### config.mk
export PLATFORM = sky130hd
export DESIGN_NAME = dbg_ctx_capture
export DESIGN_NICKNAME = d
export VERILOG_FILES = /design/src/rtl/dbg_ctx_pkg.sv /design/src/rtl/dbg_cause_enc.sv /design/src/rtl/dbg_far.sv /design/src/rtl/dbg_ctx_capture.sv
export SDC_FILE = /design/constraint.sdc
export NUM_CORES = 1
export LEC_CHECK = 0
export BUFFER_PORTS_ARGS = -buffer_cell sky130_fd_sc_hd__buf_2
export CAP_MARGIN = 20
export CORE_MARGIN = 2
export CORE_UTILIZATION = 50
export DETAILED_ROUTE_END_ITERATION = 12
export PLACE_DENSITY = 0.8
export SYNTH_ARGS = -nofsm -noshare
export SYNTH_HDL_FRONTEND = slang
export SYNTH_SLANG_ARGS = --single-unit
### constraint.sdc
create_clock -name clk -period 1.5 [get_ports clk]
set_input_delay 0.225 -clock clk [delete_from_list [all_inputs] [get_ports clk]]
set_output_delay 0.225 -clock clk [all_outputs]
set_load 0.03 [all_outputs]
### src/rtl/dbg_ctx_pkg.sv
package dbg_ctx_pkg;

   typedef enum logic [1:0] {
      SEL_STATUS = 2'd0,
      SEL_FAR    = 2'd1,
      SEL_RPC    = 2'd2,
      SEL_NONE   = 2'd3
   } dbg_sel_e;

   typedef enum logic [1:0] {
      CAUSE_NONE = 2'd0,
      CAUSE_DBF  = 2'd1,
      CAUSE_BKPT = 2'd2,
      CAUSE_SWBG = 2'd3
   } cause_e;

endpackage

### src/rtl/dbg_cause_enc.sv
module dbg_cause_enc
   import dbg_ctx_pkg::*;
#(
   parameter int SW = 16
) (
   input  logic            dbf,
   input  logic            bkpt,
   input  logic            swbg,
   input  logic [SW-1:0]   ssw,
   output cause_e          cause,
   output logic [2*SW-1:0] code
);

   // fixed priority: double fault, then breakpoint, then software request
   always_comb begin
      if (dbf)       cause = CAUSE_DBF;
      else if (bkpt) cause = CAUSE_BKPT;
      else if (swbg) cause = CAUSE_SWBG;
      else           cause = CAUSE_NONE;
   end

   always_comb begin
      unique case (cause)
         CAUSE_DBF:  code = {ssw, {SW{1'b1}}};
         CAUSE_SWBG: code = {{SW{1'b0}}, SW'(1)};
         default:    code = '0;
      endcase
   end

endmodule

### src/rtl/dbg_far.sv
module dbg_far #(
   parameter int AW        = 32,
   parameter bit ANY_CYCLE = 1'b1
) (
   input  logic          clk,
   input  logic          rst_n,
   input  logic          freeze,
   input  logic          bus_cyc,
   input  logic          bus_err,
   input  logic [AW-1:0] bus_addr,
   input  logic          wr_en,
   input  logic [AW-1:0] wr_data,
   output logic [AW-1:0] far_q
);

   logic track;

   generate
      if (ANY_CYCLE) begin : g_any
         // every bus cycle overwrites; the last one before halting remains
         assign track = bus_cyc;
      end else begin : g_fault_only
         assign track = bus_cyc & bus_err;
      end
   endgenerate

   always_ff @(posedge clk) begin
      if (!rst_n)                far_q <= '0;
      else if (freeze && wr_en)  far_q <= wr_data;
      else if (!freeze && track) far_q <= bus_addr;
   end

endmodule

### src/rtl/dbg_ctx_capture.sv
module dbg_ctx_capture
   import dbg_ctx_pkg::*;
#(
   parameter int AW            = 32,
   parameter int SW            = 16,
   parameter bit FAR_ANY_CYCLE = 1'b1
) (
   input  logic          clk,
   input  logic          rst_n,
   input  logic          ent_dbf,
   input  logic          ent_bkpt,
   input  logic          ent_swbg,
   input  logic [SW-1:0] ssw,
   input  logic [AW-1:0] cur_pc,
   input  logic          boot_fetch,
   input  logic          bus_cyc,
   input  logic          bus_err,
   input  logic [AW-1:0] bus_addr,
   input  logic [1:0]    dbg_sel,
   input  logic          dbg_wr,
   input  logic [AW-1:0] dbg_wdata,
   output logic [AW-1:0] dbg_rdata,
   input  logic          resume_req,
   output logic          halted,
   output logic [AW-1:0] resume_pc,
   output logic          addr_err
);

   localparam int STW = 2 * SW;

   if (AW < 2) begin : g_bad_aw
      $error("dbg_ctx_capture: AW must be at least 2");
   end
   if (SW < 2) begin : g_bad_sw
      $error("dbg_ctx_capture: SW must be at least 2");
   end
   if (STW > AW) begin : g_bad_stw
      $error("dbg_ctx_capture: status word must fit the data path");
   end

   cause_e           cause;
   logic [STW-1:0]   code;
   logic [STW-1:0]   status_q;
   logic [AW-1:0]    rpc_q;
   logic [AW-1:0]    far_q;
   logic             entry;
   logic             wr_status, wr_far, wr_rpc;

   dbg_cause_enc #(.SW(SW)) u_enc (
      .dbf   (ent_dbf),
      .bkpt  (ent_bkpt),
      .swbg  (ent_swbg),
      .ssw   (ssw),
      .cause (cause),
      .code  (code)
   );

   assign entry     = !halted && (cause != CAUSE_NONE);
   assign wr_status = halted && dbg_wr && (dbg_sel_e'(dbg_sel) == SEL_STATUS);
   assign wr_far    = halted && dbg_wr && (dbg_sel_e'(dbg_sel) == SEL_FAR);
   assign wr_rpc    = halted && dbg_wr && (dbg_sel_e'(dbg_sel) == SEL_RPC);

   dbg_far #(.AW(AW), .ANY_CYCLE(FAR_ANY_CYCLE)) u_far (
      .clk      (clk),
      .rst_n    (rst_n),
      .freeze   (halted),
      .bus_cyc  (bus_cyc),
      .bus_err  (bus_err),
      .bus_addr (bus_addr),
      .wr_en    (wr_far),
      .wr_data  (dbg_wdata),
      .far_q    (far_q)
   );

   always_ff @(posedge clk) begin
      if (!rst_n) begin
         halted   <= 1'b0;
         status_q <= '0;
         rpc_q    <= '0;
         addr_err <= 1'b0;
      end else begin
         addr_err <= 1'b0;
         if (entry) begin
            halted   <= 1'b1;
            status_q <= code;
            // a double fault during the boot fetch leaves an odd marker
            rpc_q    <= (cause == CAUSE_DBF && boot_fetch) ? {AW{1'b1}} : cur_pc;
         end else if (halted) begin
            if (wr_status) status_q <= dbg_wdata[STW-1:0];
            if (wr_rpc)    rpc_q    <= dbg_wdata;
            if (resume_req) begin
               halted   <= 1'b0;
               addr_err <= rpc_q[0];
            end
         end
      end
   end

   always_comb begin
      unique case (dbg_sel_e'(dbg_sel))
         SEL_STATUS: dbg_rdata = AW'(status_q);
         SEL_FAR:    dbg_rdata = far_q;
         SEL_RPC:    dbg_rdata = rpc_q;
         default:    dbg_rdata = '0;
      endcase
   end

   assign resume_pc = rpc_q;

endmodule

# Word-level counts from Yosys, hierarchy flattened
# Index checks and enable logic that the tools add are counted.
[totals]
regBits = 98
input_bits = 124
word_cells = 47
[op_classes]
n_eq_ne = 4
mux = 17
bitwise_logic = 3
reduce_logical = 18
[ops]
columns = ["operator", "n"]
rows = [
  ["32-bit two-way mux", 9],
  ["32-bit case mux with 3 select lines", 1],
  ["32-bit case mux with 2 select lines", 1],
  ["2-bit nonzero test", 5],
  ["1-bit logical AND", 8],
  ["2-bit two-way mux", 3],
  ["2-bit by 1-bit == test with 1-bit output, second input constant", 2],
  ["2-bit == test, second input constant", 2],
  ["2-bit AND reduction", 2],
  ["4-bit OR reduction", 1],
  ["1-bit two-way mux", 3],
  ["1-bit NOT", 3],
  ["2-bit zero test", 1],
  ["1-bit zero test", 1],
]

# Logic depth before layout (Yosys ltp)
# Gate-level depths: netlist (run 1).
[depth]
depth_word = 7
ltp_mapped = 7
mapped_depth_nobuf = 3

# Modules after synthesis
# Synthesis (run 1) repeated with hierarchy kept, for this count alone.
[hier_totals]
hier_cells = 650
area_unflattened_um2 = 5351.4
[by_module_without_submodules]
columns = ["mod", "n_inst", "cells_each", "area_per_inst_um2", "seq_area_each_um2"]
rows = [
  ["dbg_ctx_capture", 1, 434, 3702.3, 1321.3],
  ["dbg_far", 1, 179, 1386.3, 640.6],
  ["dbg_cause_enc", 1, 37, 262.8, 0.0],
]

# Worst setup path before layout (run 1)
# OpenSTA, ideal clock, no wires.
[synth_path]
path_kind = "flip-flop to flip-flop"
start = "reg halted"
end = "reg rpc_q[21], in the netlist resume_pc[21]"
arrival_ns = 1.560
required_time_ns = 1.414
slack_ns = -0.146
stages_incl_launch_ff = 6
path_buffers = 3
synth_period_minus_slack_ns = 1.646
path_cell_list = "dfxtp_1 buf_2 buf_2 clkbuf_1 o22ai_1 a221oi_2"
[synth_between]
elab_chain_len = 4
[synth_rtl]
columns = ["element", "line_no", "source"]
rows = [
  ["from (decl)", "dbg_ctx_capture.sv:24", "output logic halted,"],
  ["from (signal assigned)", "dbg_ctx_capture.sv:77", "halted <= 1'b0;"],
  ["from (signal assigned)", "dbg_ctx_capture.sv:84", "halted <= 1'b1;"],
  ["from (signal assigned)", "dbg_ctx_capture.sv:92", "halted <= 1'b0;"],
  ["1-bit zero test or 1-bit logical AND (tied branches)", "dbg_ctx_capture.sv:58, dbg_ctx_capture.sv:61", ""],
  ["1-bit logical AND, on equally long branches", "dbg_ctx_capture.sv:58, dbg_ctx_capture.sv:61", ""],
  ["2-bit nonzero test (no source line)", "-", ""],
  ["2-bit AND reduction (no source line)", "-", ""],
  ["to (signal assigned)", "dbg_ctx_capture.sv:87", "rpc_q <= (cause == CAUSE_DBF && boot_fetch) ? {AW{1'b1}} : cur_pc;"],
  ["to (signal assigned)", "dbg_ctx_capture.sv:90", "if (wr_rpc) rpc_q <= dbg_wdata;"],
  ["to (decl)", "dbg_ctx_capture.sv:44", "logic [AW-1:0] rpc_q;"],
]
# Several ways; a longest one is shown, not always the timed one.
# A chain may end at the register's enable or synchronous reset.

# Worst setup path in the final report (run 1)
[layout_path]
start = "reg halted"
end = "reg rpc_q[2], in the netlist resume_pc[2]"
# The elaborated chain is that of the path after synthesis.

==> results of run 1 <==
-- where the power goes --
part	total [mW]	internal, mW	switching, mW	leakage (nW)
combinational	2.13	0.864	1.27	2.13
sequential	3.02	2.85	0.170	0.812
clock	1.84	0.906	0.937	0.112
total	7.00	4.62	2.37	3.05
-- cell usage after synthesis (3+ instances only) --
| cell | number | area (µm²) |
|---|---|---|
| a221oi_1 | 33 | 289 |
| buf_6 | 4 | 45.0 |
| clkbuf_1 | 24 | 90.1 |
| dfxtp_1 | 98 | 1960 |
| mux2i_1 | 66 | 661 |
| a211oi_1 | 32 | 240 |
| a31oi_1 | 46 | 288 |
| nand2_1 | 86 | 323 |
| buf_2 | 37 | 185 |
| o22ai_1 | 44 | 275 |
| nor2b_1 | 3 | 18.8 |
| o41ai_1 | 3 | 26.3 |
| inv_1 | 18 | 67.6 |
| o21ai_0 | 33 | 165 |
| a221oi_2 | 11 | 165 |
| nor2_1 | 62 | 233 |
| buf_4 | 7 | 52.6 |
-- kinds of logic (layout without fill, tap and decap cells) --
group,after synthesis,count (layout),synth area share (%)
compound gates,209,209,28.8
buf+inv,94,272,8.70
flops,98,98,37.3
mux,66,66,12.6
other cells,0,1,0
simple gates,162,162,12.7
-- worst max path at each step --
stage	from	slack (ns)	cells after the start	to
2_1_floorplan	halted$_SDFF_PN0_	0.01	6	status_q[18]$_SDFFE_PN0P_
3_3_place_gp	dbg_sel[0]	-0.03	5	dbg_rdata[11]
3_5_place_dp	ent_swbg	-0.06	5	resume_pc[30]$_SDFFE_PN0P_
4_1_cts	halted$_SDFF_PN0_	0.03	2	halted
5_1_grt	halted$_SDFF_PN0_	-0.03	5	resume_pc[0]$_SDFFE_PN0P_
6_report	halted$_SDFF_PN0_	0.03	5	resume_pc[2]$_SDFFE_PN0P_
-- registers in the layout, summed over array words and instances (netlist names) --
register	cells
halted	1
status_q	32
resume_pc	32
u_far.far_q	32
addr_err	1
-- final cells by class --
| class | count | area share (%) |
|---|---|---|
| antenna | 1 | 0.0358 |
| clock buffer | 12 | 2.36 |
| clock inverter | 4 | 0.698 |
| inverter | 19 | 1.02 |
| multi-input combinational | 437 | 43.1 |
| sequential | 98 | 28.1 |
| tap | 136 | 2.43 |
| timing repair buffer | 237 | 22.2 |
-- per-stage QoR --
stage	area, µm²	instances	total power, mW
global placement	6680	923	5.07
finish	6990	944	7.00
detailed placement	6680	923	5.13
CTS	6910	939	6.93
global route	6990	944	7.28
floorplan	5380	629	4.39
-- critical path, cell delays in order, from the launching register on --
cell and delay (ns):
dfxtp_4 0.40, buf_12 0.14, and3b_2 0.31, clkbuf_16 0.20, a31oi_1 0.05, a221oi_1 0.27
-- layout by cell type (no fill, tap or decap), types with 2 or more instances in the layout --
master and count:
a211oi_1 32, a21oi_1 2, clkbuf_8 12, inv_1 18, a31oi_1 46, nor2_1 62
buf_4 32, buf_2 186, o41ai_1 3, a221oi_2 13, nor2b_4 2, mux2i_1 66
clkinv_2 2, dfxtp_1 97, nand4b_1 2, buf_12 17, o22ai_1 44, o21ai_2 30
nand2_1 85, o21ai_0 3, a221oi_1 31
-- metal layers --
metal / routed length [µm] / up-vias / track usage (%)
met4: 741 / 0 / 17.1
li1: - / 2684 / -
met3: 1710 / 67 / 4.13
met2: 8490 / 404 / 50.6
met1: 7100 / 2735 / 40.2
met5: 0 / - / 0
-- timing repair --
action,4_1_cts,5_1_grt
cloned,0,1
gates resized for setup,5,4
endpoints found under the setup margin,15,20
setup buffers,0,3
==> metrics.txt, run 1 <==
outcome finished clean; Tcrit/Tclk final 97.9%; Initial Util 51.2%; post-synthesis area per instance 8.37 µm²; worst rel slew slack 78.0%; share of post-route cells with drive strength above 1 38.2%; Worst Hold Depth 3; Hold Startpoint ssw[6]; worst reg2reg path endpoint resume_pc[2]$_SDFFE_PN0P_; Area Overhead vs Synth 32.8%; max_cap viols 0; Fillers between 800 and 900; Synth async-reset ratio 0%; Mapped Area approximately 0.0053 mm²; Die Area 0.0114 mm²; IO Pins 190; final period demand of the worst path about 1.5 ns; P per Cell Area 1000 mW/mm²; setup TNS 0 ns; Vias between 5000 and 6000; synth unique cells 36; Nets a little over 900; Hold EP status_q[22]$_SDFFE_PN0P_; drt drc 0; CTS tree yes; cts hold-fix bufs 0; Worst Hold Class in -> reg; Post-Syn Instances 629; Routed wire per std cell 19.1 µm; worst-case reg-to-reg path depth 5; Arrival @ worst endpoint 1.74 ns; YS warnings 0; Num Clock Sinks slightly below 100; Max Fclk 0.681 GHz; leakage 3.05 nW; count of buffers from port buffering 188; number of global-route vias before repair between 5000 and 6000; Routed Antenna Nets 0; gpl congestion between 0.8 and 0.9; r2r setup slk between 0.03 and 0.04 ns; pre-CTS setup slack -0.0562 ns; initial drt markers 582; global-route wire length before repair 28.4 mm; Slew Limit Fails 0; Post-synth EDFFs 0; later-pin clock latency in the skew report 0.37 ns; post-synthesis sequential area ratio 37.3%; r2r startpoint halted$_SDFF_PN0_; RSZ-0062 raised after global routing yes; total core area 0.0103 mm²; total grt overflow 0; CTS buffer count 9; Site Rows 37; CP Class reg -> reg; TritonRoute pass-1 iters 5; Critical Path Start Type flop; CP Max Fanout 14; CP required 1.78 ns; Die Wd 107 µm; Fin. Hold Viols 0; final number of setup-violating endpoints 0; antenna violations before repair 1; DP HPWL 12.6 mm; CTS H-Tree Depth 3; vias per std cell 6.24; Synthesized Nets 753; final setup margin 0.0315 ns; Routed Wire Length 18.0 mm; Fin Hold WS 0.112 ns; Main synth FF type dfxtp_1; Worst VDD drop roughly 0.00063 V; clock skew 0.0134 ns; Die H about 110 µm; root buf cell clkbuf_8; worst slew pin tran approximately 0.33 ns; post-layout util between 60% and 70%; Max Root-Sink Buffers 2; pin count of the biggest net entering global routing 47; Crit. End Element flop; Synth Register Bits 98; multi-input combinational cell area between 0.003 and 0.004 mm²; Total Routing Usage GR 31.2%; Reg clk slew, reported paths 0.10 ns; Reg area 0.00197 mm²
Note: power is estimated with default switching activity, not from simulation.
==> inputs of run 2 (changes only) <==
- ABC_AREA: unset -> 1
- CORE_UTILIZATION: 50 -> 51
- PLACE_DENSITY: 0.8 -> 0.81
==> metrics.txt, run 2 <==
initial drt markers 423 (-27%); Routed Wire Length 16.3 mm (-9.6%); Slew Limit Fails 0 (unchanged); worst slew pin tran 0.445 ns (+0.119 ns); Routed wire per std cell 13.6 µm (-29%); Synth async-reset ratio 0% (unchanged); Mapped Area 0.00557 mm² (+5.8%); drt drc 0 (unchanged); post-synthesis adder-cell area fraction 0% (unchanged); CP max-delay cell buf_2; YS warnings 0 (unchanged); synth unique cells 20 (-44%); Arrival @ worst endpoint 1.22 ns (-0.52 ns); post-synthesis simple-gate area fraction 34.1% (+21 points); later-pin clock latency in the skew report 0.35 ns (-0.02 ns); top cell type's share of synthesized area 35.2% (-2.0 points); Synth Area in Compound Gates 17.0% (-12 points); final setup margin 0.0552 ns (+0.0237 ns); Die Wd 108 µm (+1.8%); Placed Area 0.00671 mm² (+0.32%); clock skew 0.0120 ns (-0.00140 ns); count of buffers from port buffering 188 (unchanged); Int Pwr 4.66 mW (+0.77%); Total Routing Usage GR 28.2% (-3.0 points); Fin. Hold Viols 0 (unchanged); post-synthesis sequential area ratio 35.2% (-2.0 points); CTS tree yes; Reg clk slew, reported paths 0.10 ns (about the same); Critical Path Start Type input port; most common cell in the netlist nand2_1; worst rel slew slack 70.3% (-7.7 points); TritonRoute pass-1 iters 6 (+1); Combinational Power Share 31.3% (+0.9 points); Synth Register Bits 98 (unchanged); P per Cell Area 1020 mW/mm² (+1.5%); dpl cells 1180 (+28%); max_cap viols 0 (unchanged); Area Overhead vs Synth 25.3%; commonest cells after routing, fill and taps aside 198 x nand2_1, 174 x buf_2, 157 x nor2_1; Die H 108 µm (+1.8%); Total Power 7.09 mW (+1.4%); Routed Antenna Nets 0 (unchanged); most common cell after layout, fill and taps aside nand2_1; sequential share of power 41.9% (-1.3 points); global-route wire length before repair 26.3 mm (-7.4%); Synth area leader dfxtp_1; CP required 1.27 ns (-0.51 ns); Max Fclk 0.692 GHz (+1.6%); top post-synthesis cells by area dfxtp_1 35%, nand2_1 13%, nor2_1 11%; Main synth FF type dfxtp_1; XOR/XNOR share of the synthesized area 0% (unchanged); outcome finished clean; Tcrit/Tclk final 96.3% (-1.6 points); Antenna Cells 0 (-1); Crit. End Element output pin; Vias 6144 (+4.3%); Worst Hold Class in -> reg; Nets 1175 (+27%); share of post-route cells with drive strength above 1 24.0% (-14 points); largest family of logic cells by synthesized area simple AND/OR/NAND/NOR gates; IO Pins 190 (unchanged); switching pwr 2.43 mW (+2.5%); Synthesized Nets 1011 (+34%); final std cells w/o fill 1196 (+27%); CTS H-Tree Depth 3 (unchanged); total core area 0.0107 mm² (+4.6%); Initial Util 51.8% (+0.60 points); clock group share of total power 26.8% (+0.5 points); r2r startpoint halted$_SDFF_PN0_; Commonest cells post-synth 198 x nand2_1, 158 x nor2_1, 102 x inv_1, 98 x dfxtp_1, 69 x o21ai_0; post-synthesis area per instance 6.28 µm² (-25%); Post-Syn Instances 887 (+41%); vias per std cell 5.14 (-18%); critical-path cell list buf_2 > inv_2 > nor2_1 > inv_1 > buf_4 > o221ai_1 > buf_2; Fillers 1081 (+31%); final period demand of the worst path 1.44 ns (-0.0237 ns); root buf cell clkbuf_8; antenna violations before repair 0 (-1); Site Rows 38 (+2.7%); Reg area 0.00196 mm² (-0.19%); Num Clock Sinks 98 (unchanged); RSZ-0062 raised after global routing yes; total grt overflow 0 (unchanged); CTS buffer count 9 (unchanged); CP Class in -> out; post-synthesis mux area share 0% (-13 points); CP Max Fanout 16 (+2); Worst VDD drop 0.000622 V (-1.4%); Sw Share 34.3% (+0.39 points); DP HPWL 11.3 mm (-10%); number of global-route vias before repair 5643 (-2.7%); CP max stage delay 0.24 ns (-0.16 ns); Max Root-Sink Buffers 2 (unchanged); leakage 3.64 nW (+19%); pin count of the biggest net entering global routing 61 (+30%); most used cell, CP buf_2; pre-CTS setup slack -0.0124 ns (+0.0439 ns); Finished Cell Area 0.00698 mm² (-0.18%); final number of setup-violating endpoints 0 (unchanged); gpl congestion 0.846 (-3.3%); Post-synth EDFFs 0 (unchanged); Die Area 0.0118 mm² (+3.6%); Hold Startpoint bus_addr[27]; multi-input combinational cell area 0.00288 mm² (-4.7%); crit path launch dbg_sel[1]
-- run 2: cell count changes after synthesis, sizes merged, moves of 30 or more --
cell	previous run	this run
nand3b	0	30
a31oi	46	0
nand2	86	204
o21ai	33	69
nand3	0	52
mux2i	66	0
o221ai	0	32
nor2	62	160
o22ai	44	0
a211oi	32	0
inv	18	110
a221oi	44	0
a21oi	3	64
-- run 2: area by class of cell --
| class | instances | area share (%) |
|---|---|---|
| repair buffers | 219 | 19.1 |
| well taps | 140 | 2.51 |
| inverters | 110 | 5.92 |
| clock inverters | 4 | 1.08 |
| clock buffers | 12 | 2.08 |
| multi-input cells | 613 | 41.2 |
| flip-flops and latches | 98 | 28.1 |
-- run 2: metrics by stage --
stage	utilization, %	setup TNS (ns)	hold slack [ns]
after global routing	65.0	-0.00515	0.0694
after detailed placement	62.4	-0.0124	0.459
after floorplan	-	0	0.361
after CTS	64.5	0	0.0809
final	65.0	0	0.0943
after global placement	62.4	0	0.451
-- run 2: worst max-delay path, delay by kind of cell --
kind                   cells  cell delay (ns)
AO/OA/AOI/OAI              1             0.19
AND/OR/NAND/NOR            1             0.12
buffers and inverters      5             0.68
-- run 2: path summary, 6_finish.rpt --
check                                  to  slack, ns  cells after the start
max                         dbg_rdata[14]       0.06                      7
min reg2reg           addr_err$_SDFF_PP0_       0.52                      2
max reg2reg      status_q[6]$_SDFFE_PN0P_       0.17                      7
min          u_far.far_q[27]$_SDFFE_PN0P_       0.09                      3
-- run 2: power groups by stage --
stage / clock network (mW) / registers [mW] / logic, mW
6_report: 1.90 / 2.97 / 2.22
5_1_grt: 2.05 / 3.00 / 2.48
4_1_cts: 1.94 / 2.97 / 2.20
3_5_place_dp: 0 / 3.03 / 2.18
3_3_place_gp: 0 / 3.02 / 2.16
2_1_floorplan: 0 / 3.22 / 1.33
-- run 2: repair_timing --
action / 4_1_cts / 5_1_grt
setup buffers: 0 / 0
resized for setup: 1 / 26
setup endpoints to repair: 1 / 13
hold buffers: 0 / 0
-- run 2: cell families after synthesis --
family,count (synthesis)
compound gates,165
buf+inv,176
flops,98
simple gates,448
-- run 2: per-layer routing --
metal | routed length [µm] | global-route usage, % | up-vias
li1 | - | - | 3147
met1 | 6920 | 35.0 | 2749
met2 | 7870 | 49.2 | 231
met3 | 1280 | 6.75 | 17
met4 | 241 | 6.59 | 0
met5 | 0 | 0 | -
